$ cat config.mk
export PLATFORM = sky130hd
export DESIGN_NAME = cmt_channel
export DESIGN_NICKNAME = d
export VERILOG_FILES = /design/src/rtl/cmt_pkg.sv /design/src/rtl/cmt_prescaler.sv /design/src/rtl/cmt_counter.sv /design/src/rtl/cmt_flag.sv /design/src/rtl/cmt_outpin.sv /design/src/rtl/cmt_channel.sv
export SDC_FILE = /design/constraint.sdc
export NUM_CORES = 1
export LEC_CHECK = 0
export BUFFER_PORTS_ARGS = -buffer_cell sky130_fd_sc_hd__buf_2
export CAP_MARGIN = 20
export CORE_UTILIZATION = 45
export CTS_CLUSTER_DIAMETER = 120
export DETAILED_ROUTE_END_ITERATION = 6
export GPL_TIMING_DRIVEN = 0
export PLACE_DENSITY = 0.66
export SLEW_MARGIN = 20
export SYNTH_ARGS = -nofsm -noshare
export SYNTH_HDL_FRONTEND = slang
export SYNTH_HIERARCHICAL = 1
export SYNTH_SLANG_ARGS = --single-unit
$ cat constraint.sdc
create_clock -name clk -period 3.97 [get_ports clk]
set_input_delay 0.794 -clock clk [delete_from_list [all_inputs] [get_ports clk]]
set_output_delay 0.794 -clock clk [all_outputs]
set_load 0.005 [all_outputs]
$ cat src/rtl/cmt_pkg.sv
package cmt_pkg;
   localparam int OFS_CTRL  = 0;
   localparam int OFS_MODE  = 1;
   localparam int OFS_IOCTL = 2;
   localparam int OFS_IEN   = 4;
   localparam int OFS_STAT  = 5;
   localparam int OFS_CNT   = 6;
   localparam int OFS_CMP   = 8;

   localparam logic [2:0] CLR_ON_A = 3'd1;

   typedef enum logic [1:0] {
      EDGE_RISE  = 2'd0,
      EDGE_FALL  = 2'd1,
      EDGE_BOTH  = 2'd2,
      EDGE_BOTH2 = 2'd3
   } edge_e;
endpackage

$ cat src/rtl/cmt_prescaler.sv
module cmt_prescaler import cmt_pkg::*; #(
   parameter int NUM_PSC = 4
) (
   input  logic       clk,
   input  logic       rst_n,
   input  logic       run,
   input  logic [2:0] psc_sel,
   input  logic [1:0] edge_sel,
   output logic       tick
);
   localparam int PRE_W = 2 * (NUM_PSC - 1);

   initial assert (NUM_PSC >= 2 && NUM_PSC <= 8)
      else $error("cmt_prescaler: NUM_PSC must be 2..8");

   logic [PRE_W-1:0]   pre;
   logic [NUM_PSC-1:0] tap_tick;
   logic [7:0]         tap_all;

   always_ff @(posedge clk) begin
      if (!rst_n)   pre <= '0;
      else if (!run) pre <= '0;
      else          pre <= pre + 1'b1;
   end

   assign tap_tick[0] = 1'b1;

   for (genvar gi = 1; gi < NUM_PSC; gi++) begin : g_tap
      localparam int K = 2 * gi - 1;
      logic [K:0] low;
      logic       t_g;
      assign low = pre[K:0];
      always_comb begin
         if (edge_sel == EDGE_RISE)      t_g = (low == {1'b0, {K{1'b1}}});
         else if (edge_sel == EDGE_FALL) t_g = &low;
         else                            t_g = &low[K-1:0];
      end
      assign tap_tick[gi] = t_g;
   end

   assign tap_all = 8'(tap_tick);
   assign tick    = run & tap_all[psc_sel];


   pre_restart_chk: assert property (@(posedge clk) disable iff (!rst_n)
      $rose(run) |-> pre == '0);

   no_tap_chk: assert property (@(posedge clk) disable iff (!rst_n)
      (32'(psc_sel) >= NUM_PSC) |-> !tick);
endmodule

$ cat src/rtl/cmt_counter.sv
module cmt_counter #(
   parameter int CNT_W = 16
) (
   input  logic             clk,
   input  logic             rst_n,
   input  logic             tick,
   input  logic             clr_on_a,
   input  logic             cnt_we,
   input  logic [CNT_W-1:0] wdata,
   input  logic [CNT_W-1:0] cmp_val,
   output logic [CNT_W-1:0] cnt,
   output logic             match_evt
);
   logic [CNT_W-1:0] nxt;

   assign nxt       = (clr_on_a && cnt == cmp_val) ? '0 : cnt + 1'b1;
   assign match_evt = tick && !cnt_we && (nxt == cmp_val);

   always_ff @(posedge clk) begin
      if (!rst_n)      cnt <= '0;
      else if (cnt_we) cnt <= wdata;
      else if (tick)   cnt <= nxt;
   end


   hold_chk: assert property (@(posedge clk) disable iff (!rst_n)
      !tick && !cnt_we |=> $stable(cnt));

   bound_chk: assert property (@(posedge clk) disable iff (!rst_n)
      clr_on_a && !cnt_we && cnt <= cmp_val |=> cnt <= $past(cmp_val));
endmodule

$ cat src/rtl/cmt_flag.sv
module cmt_flag (
   input  logic clk,
   input  logic rst_n,
   input  logic stat_rd,
   input  logic stat_we,
   input  logic wbit0,
   input  logic match_evt,
   output logic flag
);
   logic armed;

   always_ff @(posedge clk) begin
      if (!rst_n) begin
         flag  <= 1'b0;
         armed <= 1'b0;
      end else begin
         if (match_evt)                        flag <= 1'b1;
         else if (stat_we && !wbit0 && armed)  flag <= 1'b0;
         if (stat_we)                          armed <= 1'b0;
         else if (stat_rd && flag)             armed <= 1'b1;
      end
   end


   ack_chk: assert property (@(posedge clk) disable iff (!rst_n)
      flag && !armed |=> flag);

   set_chk: assert property (@(posedge clk) disable iff (!rst_n)
      match_evt |=> flag);
endmodule

$ cat src/rtl/cmt_outpin.sv
module cmt_outpin (
   input  logic       clk,
   input  logic       rst_n,
   input  logic       io_we,
   input  logic [3:0] new_act,
   input  logic [3:0] act,
   input  logic       match_evt,
   output logic       pin
);
   always_ff @(posedge clk) begin
      if (!rst_n) pin <= 1'b0;
      else if (io_we) begin
         case (new_act)
            4'd1, 4'd2, 4'd3: pin <= 1'b0;
            4'd5, 4'd6, 4'd7: pin <= 1'b1;
            default:          pin <= pin;
         endcase
      end else if (match_evt) begin
         case (act)
            4'd1, 4'd5: pin <= 1'b0;
            4'd2, 4'd6: pin <= 1'b1;
            4'd3, 4'd7: pin <= ~pin;
            default:    pin <= pin;
         endcase
      end
   end


   toggle_chk: assert property (@(posedge clk) disable iff (!rst_n)
      match_evt && !io_we && act[1:0] == 2'b11 && !act[3] |=> pin != $past(pin));

   init_lo_chk: assert property (@(posedge clk) disable iff (!rst_n)
      io_we && !new_act[3] && !new_act[2] && new_act[1:0] != 2'b00 |=> !pin);
endmodule

$ cat src/rtl/cmt_channel.sv
module cmt_channel import cmt_pkg::*; #(
   parameter int ADDR_W     = 10,
   parameter int CNT_W      = 16,
   parameter int NUM_CH     = 3,
   parameter int CH_IDX     = 0,
   parameter int NUM_PSC    = 4,
   parameter int CH_BASE    = 0,
   parameter int START_ADDR = 'h280
) (
   input  logic              clk,
   input  logic              rst_n,
   input  logic [ADDR_W-1:0] bus_addr,
   input  logic              bus_wr,
   input  logic              bus_rd,
   input  logic [CNT_W-1:0]  bus_wdata,
   output logic [CNT_W-1:0]  bus_rdata,
   output logic              cmp_out,
   output logic              irq_out
);
   localparam logic [ADDR_W-1:0] A_CTRL  = ADDR_W'(CH_BASE + OFS_CTRL);
   localparam logic [ADDR_W-1:0] A_MODE  = ADDR_W'(CH_BASE + OFS_MODE);
   localparam logic [ADDR_W-1:0] A_IOCTL = ADDR_W'(CH_BASE + OFS_IOCTL);
   localparam logic [ADDR_W-1:0] A_IEN   = ADDR_W'(CH_BASE + OFS_IEN);
   localparam logic [ADDR_W-1:0] A_STAT  = ADDR_W'(CH_BASE + OFS_STAT);
   localparam logic [ADDR_W-1:0] A_CNT   = ADDR_W'(CH_BASE + OFS_CNT);
   localparam logic [ADDR_W-1:0] A_CMP   = ADDR_W'(CH_BASE + OFS_CMP);
   localparam logic [ADDR_W-1:0] A_START = ADDR_W'(START_ADDR);

   initial begin
      assert (CNT_W >= 8) else $error("cmt_channel: CNT_W below 8");
      assert (NUM_CH >= 1 && NUM_CH <= CNT_W) else $error("cmt_channel: NUM_CH out of range");
      assert (CH_IDX >= 0 && CH_IDX < NUM_CH) else $error("cmt_channel: CH_IDX out of range");
      assert (START_ADDR < (1 << ADDR_W)) else $error("cmt_channel: START_ADDR too wide");
   end

   logic [7:0]        ctrl_q, mode_q, ioctl_q, ien_q;
   logic [CNT_W-1:0]  cmp_q, cnt;
   logic [NUM_CH-1:0] start_q;
   logic              tick, match_evt, flag, run;

   always_ff @(posedge clk) begin
      if (!rst_n) begin
         ctrl_q  <= '0;
         mode_q  <= '0;
         ioctl_q <= '0;
         ien_q   <= '0;
         cmp_q   <= '0;
         start_q <= '0;
      end else if (bus_wr) begin
         case (bus_addr)
            A_CTRL:  ctrl_q  <= bus_wdata[7:0];
            A_MODE:  mode_q  <= bus_wdata[7:0];
            A_IOCTL: ioctl_q <= bus_wdata[7:0];
            A_IEN:   ien_q   <= bus_wdata[7:0];
            A_CMP:   cmp_q   <= bus_wdata;
            A_START: start_q <= bus_wdata[NUM_CH-1:0];
            default: ;
         endcase
      end
   end

   assign run = start_q[CH_IDX];

   cmt_prescaler #(.NUM_PSC(NUM_PSC)) u_psc (
      .clk(clk), .rst_n(rst_n), .run(run),
      .psc_sel(ctrl_q[2:0]), .edge_sel(ctrl_q[4:3]), .tick(tick));

   cmt_counter #(.CNT_W(CNT_W)) u_cnt (
      .clk(clk), .rst_n(rst_n), .tick(tick),
      .clr_on_a(ctrl_q[7:5] == CLR_ON_A),
      .cnt_we(bus_wr && bus_addr == A_CNT), .wdata(bus_wdata),
      .cmp_val(cmp_q), .cnt(cnt), .match_evt(match_evt));

   cmt_flag u_flag (
      .clk(clk), .rst_n(rst_n),
      .stat_rd(bus_rd && bus_addr == A_STAT),
      .stat_we(bus_wr && bus_addr == A_STAT),
      .wbit0(bus_wdata[0]), .match_evt(match_evt), .flag(flag));

   cmt_outpin u_pin (
      .clk(clk), .rst_n(rst_n),
      .io_we(bus_wr && bus_addr == A_IOCTL), .new_act(bus_wdata[3:0]),
      .act(ioctl_q[3:0]), .match_evt(match_evt), .pin(cmp_out));

   assign irq_out = flag & ien_q[0];

   always_comb begin
      case (bus_addr)
         A_CTRL:  bus_rdata = CNT_W'(ctrl_q);
         A_MODE:  bus_rdata = CNT_W'(mode_q);
         A_IOCTL: bus_rdata = CNT_W'(ioctl_q);
         A_IEN:   bus_rdata = CNT_W'(ien_q);
         A_STAT:  bus_rdata = CNT_W'(flag);
         A_CNT:   bus_rdata = cnt;
         A_CMP:   bus_rdata = cmp_q;
         A_START: bus_rdata = CNT_W'(start_q);
         default: bus_rdata = '0;
      endcase
   end


   stopped_chk: assert property (@(posedge clk) disable iff (!rst_n)
      !run |-> !tick);
endmodule

# Yosys cells after proc, flatten, opt, wreduce, memory -nomap -nowiden
# Index checks and enable logic that the tools add are counted.
[op_classes]
addsub = 2
order_cmp = 1
n_eq_ne = 27
muxes = 18
bitwise = 4
n_reduce_logical = 37
[op_table]
columns = ["operator", "count"]
rows = [
  ["16-bit case mux with 8 select lines", 1],
  ["16-bit two-way mux", 3],
  ["16-bit == test", 2],
  ["10-bit by 3-bit == test with 1-bit output (second input constant)", 3],
  ["4-bit by 3-bit == test with 1-bit output (second input constant)", 7],
  ["16-bit by 1-bit adder with 16-bit output (second input constant)", 1],
  ["4-bit by 2-bit == test with 1-bit output (second input constant)", 4],
  ["2-bit AND reduction", 8],
  ["1-bit two-way mux", 11],
  ["10-bit by 1-bit == test with 1-bit output (second input constant)", 1],
  ["10-bit == test (second input constant)", 1],
  ["10-bit by 2-bit == test with 1-bit output (second input constant)", 1],
  ["10-bit by 4-bit == test with 1-bit output (second input constant)", 1],
  ["1-bit logical AND", 10],
  ["10-bit logical NOT", 1],
  ["4-bit by 1-bit == test with 1-bit output (second input constant)", 2],
  ["2-bit OR reduction", 4],
  ["6-bit by 1-bit adder with 6-bit output (second input constant)", 1],
  ["6-bit by 5-bit == test with 1-bit output (second input constant)", 1],
  ["3-bit AND reduction", 2],
  ["6-bit AND reduction", 1],
  ["2-bit nonzero test", 3],
  ["3-bit OR reduction", 2],
  ["5-bit AND reduction", 1],
  ["other kinds (13)", 17],
]
[word_totals]
ff_bits = 76
inputBits = 30
wordCells = 100

# Depth between registers and ports, before layout
# Gate-level depths: netlist of run 1.
[depth]
word_depth = 10
mapped_depth = 16

# Modules after synthesis
# Netlist of run 1, hierarchy kept.
[modules_own_cells]
columns = ["module", "instances", "cells_per_inst", "area_each_um2"]
rows = [
  ["cmt_channel", 1, 292, 2529.9],
  ["cmt_counter", 1, 234, 1746.7],
  ["cmt_prescaler", 1, 42, 367.9],
  ["cmt_outpin", 1, 11, 88.8],
  ["cmt_flag", 1, 7, 73.8],
]

# Worst setup path before layout of run 1
# OpenSTA, ideal clock, no wires.
[synth_timing]
kind = "input-to-reg"
start = "in bus_addr[2]"
end = "reg u_pin.pin"
arrival_ns = 3.735
slack_ns = 0.119
cell_stages = 15
cell_sequence = "buf_4 -> nor2b_1 -> and4_1 -> buf_4 -> and2_1 -> inv_2 -> nand3_1 -> a221o_1 -> a221o_1 -> a221oi_1 -> o2111ai_1 -> nor4_2 -> or3b_1 -> o32a_1 -> o211a_1"
[synth_via]
elab_chain_cells = 7
[synth_lines]
columns = ["item", "line", "text"]
rows = [
  ["from (decl)", "cmt_channel.sv:12", "input logic [ADDR_W-1:0] bus_addr,"],
  ["10-bit by 3-bit == test with 1-bit output", "cmt_channel.sv:71", ".cnt_we(bus_wr && bus_addr == A_CNT), .wdata(bus_wdata),"],
  ["1-bit logical AND", "cmt_channel.sv:71", ""],
  ["1-bit logical NOT", "cmt_counter.sv:17", "assign match_evt = tick && !cnt_we && (nxt == cmp_val);"],
  ["1-bit logical AND (2 in series)", "cmt_counter.sv:17", ""],
  ["named net match_evt", "cmt_channel.sv:39", "logic tick, match_evt, flag, run;"],
  ["2-bit nonzero test (no source line)", "n/a", ""],
  ["3-bit AND reduction (no source line)", "n/a", ""],
  ["to (signal assigned)", "cmt_outpin.sv:16", "default: pin <= pin;"],
  ["to (signal assigned)", "cmt_outpin.sv:22", "4'd3, 4'd7: pin <= ~pin;"],
  ["to (signal assigned)", "cmt_outpin.sv:23", "default: pin <= pin;"],
  ["to (decl)", "cmt_outpin.sv:8", "output logic pin"],
]
# The timed path passes the listed nets, and every way through them passes these cells.
# A chain may end at the register's enable or synchronous reset.

# Final worst setup path of run 1
# Same ends and word-level chain as after synthesis.

==> results.json, run 1 <==
{
  "antenna_found_initial": 0,
  "viasPerCell": 6.37,
  "synth.top_cell.area_share_pct": 31.7,
  "wl_mm": 16.0,
  "worst_ir_drop_vdd_mv": 0.189,
  "route.detailed.drc": 0,
  "place_congestion": 0.960,
  "dp_hpwl_mm": 11.7,
  "slew_violations": 0,
  "finalInstanceArea_mm2": 0.00543,
  "cts_buffers": 9,
  "yosys.area.top_type": "dfxtp_1",
  "worstSetupEndpointType": "register",
  "vias": 4974,
  "layout-drive-gt1-share_pct": 19.1,
  "dp_slack_ns": -0.838,
  "fp-row-count": 37,
  "r2r_slack_ns": 0.21,
  "yosys_warnings": 6,
  "clock-root-buffer": "clkbuf_8",
  "leakagePower_uw": 0.00197,
  "power.switching_uw": 402,
  "critPathLaunchType": "input pin",
  "min_period_ns": 3.82,
  "syn_avg_cell_area_um2": 8.20,
  "pwr-share-seq_pct": 53.1,
  "period_share_pct": 96.3,
  "clk-insertion-delay-late_ns": 0.37,
  "skew_ns": 0.00636,
  "cts_buffer_depth": 2,
  "finalSetupViolations": 0,
  "grt_pass1_vias": 4566,
  "powerDensity_mw_per_mm2": 265,
  "status": "finished clean",
  "ys_top_cells_by_area": "dfxtp_1 32%, nand3_1 6.7%, o21ai_1 5.6%",
  "ys_seq_area_share_pct": 31.7,
  "syn_nets": 622,
  "dpl_cell_area_mm2": 0.00520,
  "die_x_um": 105,
  "clkPwrFrac_pct": 39.6,
  "critical_path_class": "in2reg",
  "internal_power_uw": 1040,
  "hp-class": "reg2reg",
  "syn_area_mm2": 0.00481,
  "hold_viol": 0,
  "p_sw_share_pct": 28.0,
  "maxCapViolCount": 0,
  "core_mm2": 0.0103,
  "final_common_cell": "dfxtp_1",
  "nets": 677,
  "htreeDepth": 3,
  "dr.pass1.iters": 5,
  "netlist_instances": 586,
  "grt_start_max_net_pins": 18,
  "synth_edf_count": 0,
  "synthToLayoutAreaGrowth_pct": 13.0,
  "async_flop_share_pct": 0,
  "grt_pass1_wl_mm": 24.7,
  "layout_common_cells": "74 x dfxtp_1, 64 x nand3_1, 60 x buf_2, 54 x o21ai_1, 49 x nand2_1",
  "port_buffers": 45,
  "p_total_uw": 1440,
  "synth_cell_types": 77,
  "drtIter0Drc": 513,
  "cts_tree": "built",
  "crit_fanout": 12,
  "hold_buffers": 0,
  "combinationalPowerShare_pct": 7.3,
  "io-pin-count": 48,
  "clk_pin_slew_ns": 0.09,
  "final_antenna_net_count": 0,
  "worst_slack_ns": 0.146,
  "arrival_ns": 4.10,
  "seq_area_mm2": 0.00152,
  "ys.flop_type": "dfxtp_1",
  "cts.sinks": 76,
  "dieHeight_um": 105,
  "fillers": 995,
  "crit_required_ns": 4.25,
  "worstMarginPinSlew_ns": 1.02,
  "die-area_mm2": 0.0111,
  "fmax_mhz": 262,
  "fin_setup_tns_ns": 0,
  "grtUsageTotal_pct": 29.5,
  "diodes": 0,
  "global_route.overflow_total": 0,
  "initial_utilization_pct": 46.6,
  "multiInputGateArea_mm2": 0.00305,
  "rsz0062_at_grt": "no",
  "slew_headroom_pct": 32.0,
  "synth-seq-cells": 76,
  "wl_per_cell_um": 20.4
}
synthesized netlist by cell type (all sizes together) (3+ instances only):
master	instances
o211ai	6
o31ai	4
dfxtp	76
o211a	5
inv	17
a21boi	4
nor3b	4
buf	27
nor4	7
nand2b	4
and3	5
a21o	6
a221oi	5
or3	4
clkbuf	13
nand3	64
xor2	7
and2	6
ha	6
a22o	9
o21ai	71
nand2	49
o221ai	4
mux2	7
nor2	32
nand4b	3
nor2b	4
a32o	3
and4	6
a32oi	4
a21oi	17
a31oi	8
a22oi	3
nor3	9
mux2i	3
nand4	16
nor4b	6
xnor2	24
nand3b	5
per-stage QoR:
stage	cells	hold WS (ns)	utilization [%]
detailed placement	767	0.451	50.4
finish	781	0.463	52.6
CTS	782	0.462	52.4
global placement	767	0.444	50.4
floorplan	586	0.436	-
global route	781	0.489	52.6
power groups by stage:
stage	registers, uW	clock network, uW	logic (uW)
5_1_grt	765	600	111
6_report	765	570	105
2_1_floorplan	782	0	56.1
3_3_place_gp	783	0	101
3_5_place_dp	783	0	102
4_1_cts	765	570	102
repair_timing:
item / 4_1_cts / 5_1_grt
resized for setup: 8 / 10
endpoints found under the hold margin: 0 / 0
buffers inserted: 1 / 0
pin swaps: 3 / 1
endpoints found under the setup margin: 1 / 1
worst paths after layout:
kind,depth (start not counted),endpoint,start
worst max-delay path,16,u_pin/pin$_SDFFE_PN0P_,bus_addr[2]
worst min-delay path,2,ien_q[2]$_SDFFE_PN0P_,ien_q[2]$_SDFFE_PN0P_
worst max register to register,17,u_pin/pin$_SDFFE_PN0P_,u_psc/g_tap[3].low[1]$_SDFF_PN0_
worst min register to register,2,ien_q[2]$_SDFFE_PN0P_,ien_q[2]$_SDFFE_PN0P_
layer usage:
layer	wire, um	vias to the layer above	GRT usage [%]
met3	1570	32	7.30
met5	0	-	0
met2	6720	223	42.6
li1	-	2301	-
met4	401	0	11.7
met1	7260	2418	41.6
cell families (layout without fill, tap and decap cells):
family / Yosys count / in the layout / share of synthesized area [%]
AND/OR/NAND/NOR: 234 / 234 / 28.4
AO/OA/AOI/OAI: 169 / 169 / 23.5
flip-flops: 76 / 76 / 31.7
buffers and inverters: 58 / 117 / 5.75
XOR/XNOR: 31 / 31 / 5.96
multiplexers: 12 / 12 / 3.20
adder cells (fa/ha/maj): 6 / 6 / 1.56
flip-flops by register name (all words and copies together), names as in the netlist, 3 cells and up:
signal	cells
start_q	3
ioctl_q	8
u_psc/g_tap.low	6
ien_q	8
mode_q	8
cmp_q	16
u_cnt/cnt	16
ctrl_q	8
cell type report:
class                      instances  share of cell area [%]
buffer                            38                    3.73
clock buffer                      10                    2.53
clock inverter                     5                   0.691
inverter                          18                    1.38
multi-input combinational        452                    56.2
sequential                        76                    28.0
tap                              136                    3.13
timing repair buffer              46                    4.28
worst max-delay path: stages:
cell and delay (ns):
buf_2 0.21, nor2b_2 0.22, and4_4 0.17, buf_6 0.15, and2_4 0.21, inv_8 0.11
nand3_1 0.07, a221o_1 0.28, a221o_1 0.28, a221oi_2 0.20, o2111ai_2 0.18, nor4_4 0.27
buf_4 0.19, or3b_4 0.39, o32a_1 0.16, o211a_1 0.20
(Power assumes the default switching activity.)
==> run 2, diff against run 1 <==
- ABC_AREA: not set -> 1
- CORE_ASPECT_RATIO: not set -> 0.9
==> run 2 against run 1 <==
Net effect:
- wire length down 3.2%
- critical path depth up 9
- synthesized cell count up 42%
- sequential power about the same
- count of clock-buffer cells in the layout unchanged
- critical path type is now reg2reg
- largest cell class unchanged
- largest power group is now clock
==> results.json, run 2 <==
{
  "critPathTopFamily": "simple AND/OR/NAND/NOR gates",
  "syn_area_mm2": 0.00502,
  "slew_violations": 0,
  "clk-insertion-delay-late_ns": 0.34,
  "synth.most_common_cell": "nand2_1",
  "cts_buffers": 9,
  "dr_wl_met3_mm": 1.30,
  "fp-row-count": 36,
  "wl_per_cell_um": 14.8,
  "ys_seq_area_share_pct": 30.3,
  "critPathLaunchType": "register",
  "dr.pass1.iters": 5,
  "core_mm2": 0.0109,
  "diodes": 0,
  "viasPerCell": 5.14,
  "critical_path_class": "reg2reg",
  "post_cts_buffers": 0,
  "synthToLayoutAreaGrowth_pct": 14.6,
  "final_antenna_net_count": 0,
  "die-area_mm2": 0.0116,
  "cts.sinks": 76,
  "worst_ir_drop_vdd_mv": 0.208,
  "grtUsageTotal_pct": 28.2,
  "final_core_util_pct": 53.0,
  "cts_buffer_depth": 2,
  "vias": 5385,
  "powerDensity_mw_per_mm2": 297,
  "syn_nets": 868,
  "synth_edf_count": 0,
  "crit_slowest_cell": "nor2_1",
  "hp-class": "reg2reg",
  "grt_pass1_vias": 4748,
  "io-pin-count": 48,
  "drtIter0Drc": 417,
  "grt_pass1_wl_mm": 24.8,
  "dieHeight_um": 102,
  "fin_setup_tns_ns": 0,
  "worstMarginPinSlew_ns": 0.800,
  "place_congestion": 0.936,
  "maxCapViolCount": 0,
  "slew_headroom_pct": 46.7,
  "fillers": 1150,
  "yosys.area.top_type": "dfxtp_1",
  "crit_buf_inv": 5,
  "port_buffers": 47,
  "layout-drive-gt1-share_pct": 13.1,
  "initial_utilization_pct": 46.2,
  "highest_layer": "met4",
  "die_x_um": 113,
  "hold_buffers": 0,
  "nets": 926,
  "grt_start_max_net_pins": 15,
  "cpPeakStageDelay_ns": 0.47,
  "syn_avg_cell_area_um2": 6.03,
  "layout_common_cells": "263 x nand2_1, 112 x inv_1, 91 x nor2_1, 76 x dfxtp_1, 73 x nand3_1",
  "crit_required_ns": 4.21,
  "worstSetupEndpointType": "register",
  "final_common_cell": "nand2_1",
  "antenna_found_initial": 0,
  "global_route.overflow_total": 0,
  "dp_hpwl_mm": 11.1,
  "post_cts_resize_count": 0,
  "ys.flop_type": "dfxtp_1",
  "clk_pin_slew_ns": 0.07,
  "fmax_mhz": 311,
  "yosys_warnings": 6,
  "async_flop_share_pct": 0,
  "arrival_ns": 3.46,
  "netlist_instances": 832,
  "synth-seq-cells": 76,
  "leakagePower_uw": 0.00241,
  "hold_viol": 0,
  "min_period_ns": 3.22,
  "htreeDepth": 3,
  "synth.top_cell.area_share_pct": 30.3,
  "rsz0062_at_grt": "no",
  "status": "finished clean",
  "wl_mm": 15.4,
  "drt-met1-wl_mm": 7.56,
  "ys_top_cells_by_area": "dfxtp_1 30%, nand2_1 20%, inv_1 8.4%",
  "crit_fanout": 8,
  "clock-root-buffer": "clkbuf_16",
  "synth_cell_types": 31,
  "skew_ns": 0.00820,
  "synth_commonest_cells": "263 x nand2_1, 112 x inv_1, 91 x nor2_1",
  "period_share_pct": 81.1,
  "route.detailed.drc": 0,
  "largestRegisters": "cmp_q x16, u_cnt/cnt x16",
  "dr_wl_met2_mm": 6.37,
  "cts_tree": "built",
  "finalSetupViolations": 0
}
run 2: changes by cell type in the layout (fill, tap and decap cells not counted), moves of 19 or more:
cell     delta
o21ai_0    +19
nor2_1     +59
xnor2_1    -22
a21oi_1    +26
inv_1      +97
o21ai_1    -52
nand2_1   +214
run 2: worst paths after layout:
kind | from | to | slack, ns | depth (start not counted)
max reg2reg | u_psc/g_tap[3].low[0]$_SDFF_PN0_ | u_pin/pin$_SDFFE_PN0P_ | 0.75 | 25
min | ioctl_q[4]$_SDFFE_PN0P_ | ioctl_q[4]$_SDFFE_PN0P_ | 0.45 | 2
min reg2reg | ioctl_q[4]$_SDFFE_PN0P_ | ioctl_q[4]$_SDFFE_PN0P_ | 0.45 | 2
max | u_psc/g_tap[3].low[0]$_SDFF_PN0_ | u_pin/pin$_SDFFE_PN0P_ | 0.75 | 25
run 2: cell type report:
cell class                 instances  area, um^2  share of cell area [%]
clock buffer                      10         239                    4.15
sequential                        76        1520                    26.5
timing repair buffer              47         235                    4.09
inverter                         122         458                    7.96
buffer                            26         153                    2.65
multi-input combinational        608        2890                    50.2
clock inverter                     6        70.1                    1.22
tap                              152         190                    3.31
run 2: worst reg2reg max path, delay by kind of cell, from the launching register on:
family | cells | cell delay, ns
flip-flops | 1 | 0.42
buffers and inverters | 5 | 0.27
AND/OR/NAND/NOR | 18 | 2.09
adder cells (fa/ha/maj) | 2 | 0.36
run 2: where the power goes:
part           total [uW]  switching, uW  internal, uW
sequential            763          0.370           763
combinational        76.6           57.5          19.1
clock                 866            358           509
run 2: through the flow:
step                total power (uW)  setup slack [ns]  cells  area, um^2  hold WS (ns)
floorplan                        811              1.45    832        5020         0.423
CTS                             1710             0.737   1047        5750         0.446
finish                          1710             0.749   1047        5750         0.445
global route                    1750             0.343   1047        5750         0.472
detailed placement               855             0.562   1031        5440         0.436
global placement                 855             0.551   1031        5440         0.433
run 2: kinds of logic after synthesis:
kind of cell    after synthesis  synth area share [%]
simple gates                475                  41.0
fa+ha+maj                     6                  1.50
flops                        76                  30.3
compound gates              118                  13.4
buf+inv                     148                  12.2
xor+xnor                      9                  1.57
run 2: layer usage:
layer / GRT usage, % / vias to the layer above
met5: 0 / -
met4: 7.89 / 0
met3: 5.10 / 15
met2: 41.8 / 200
met1: 41.8 / 2434
li1: - / 2736
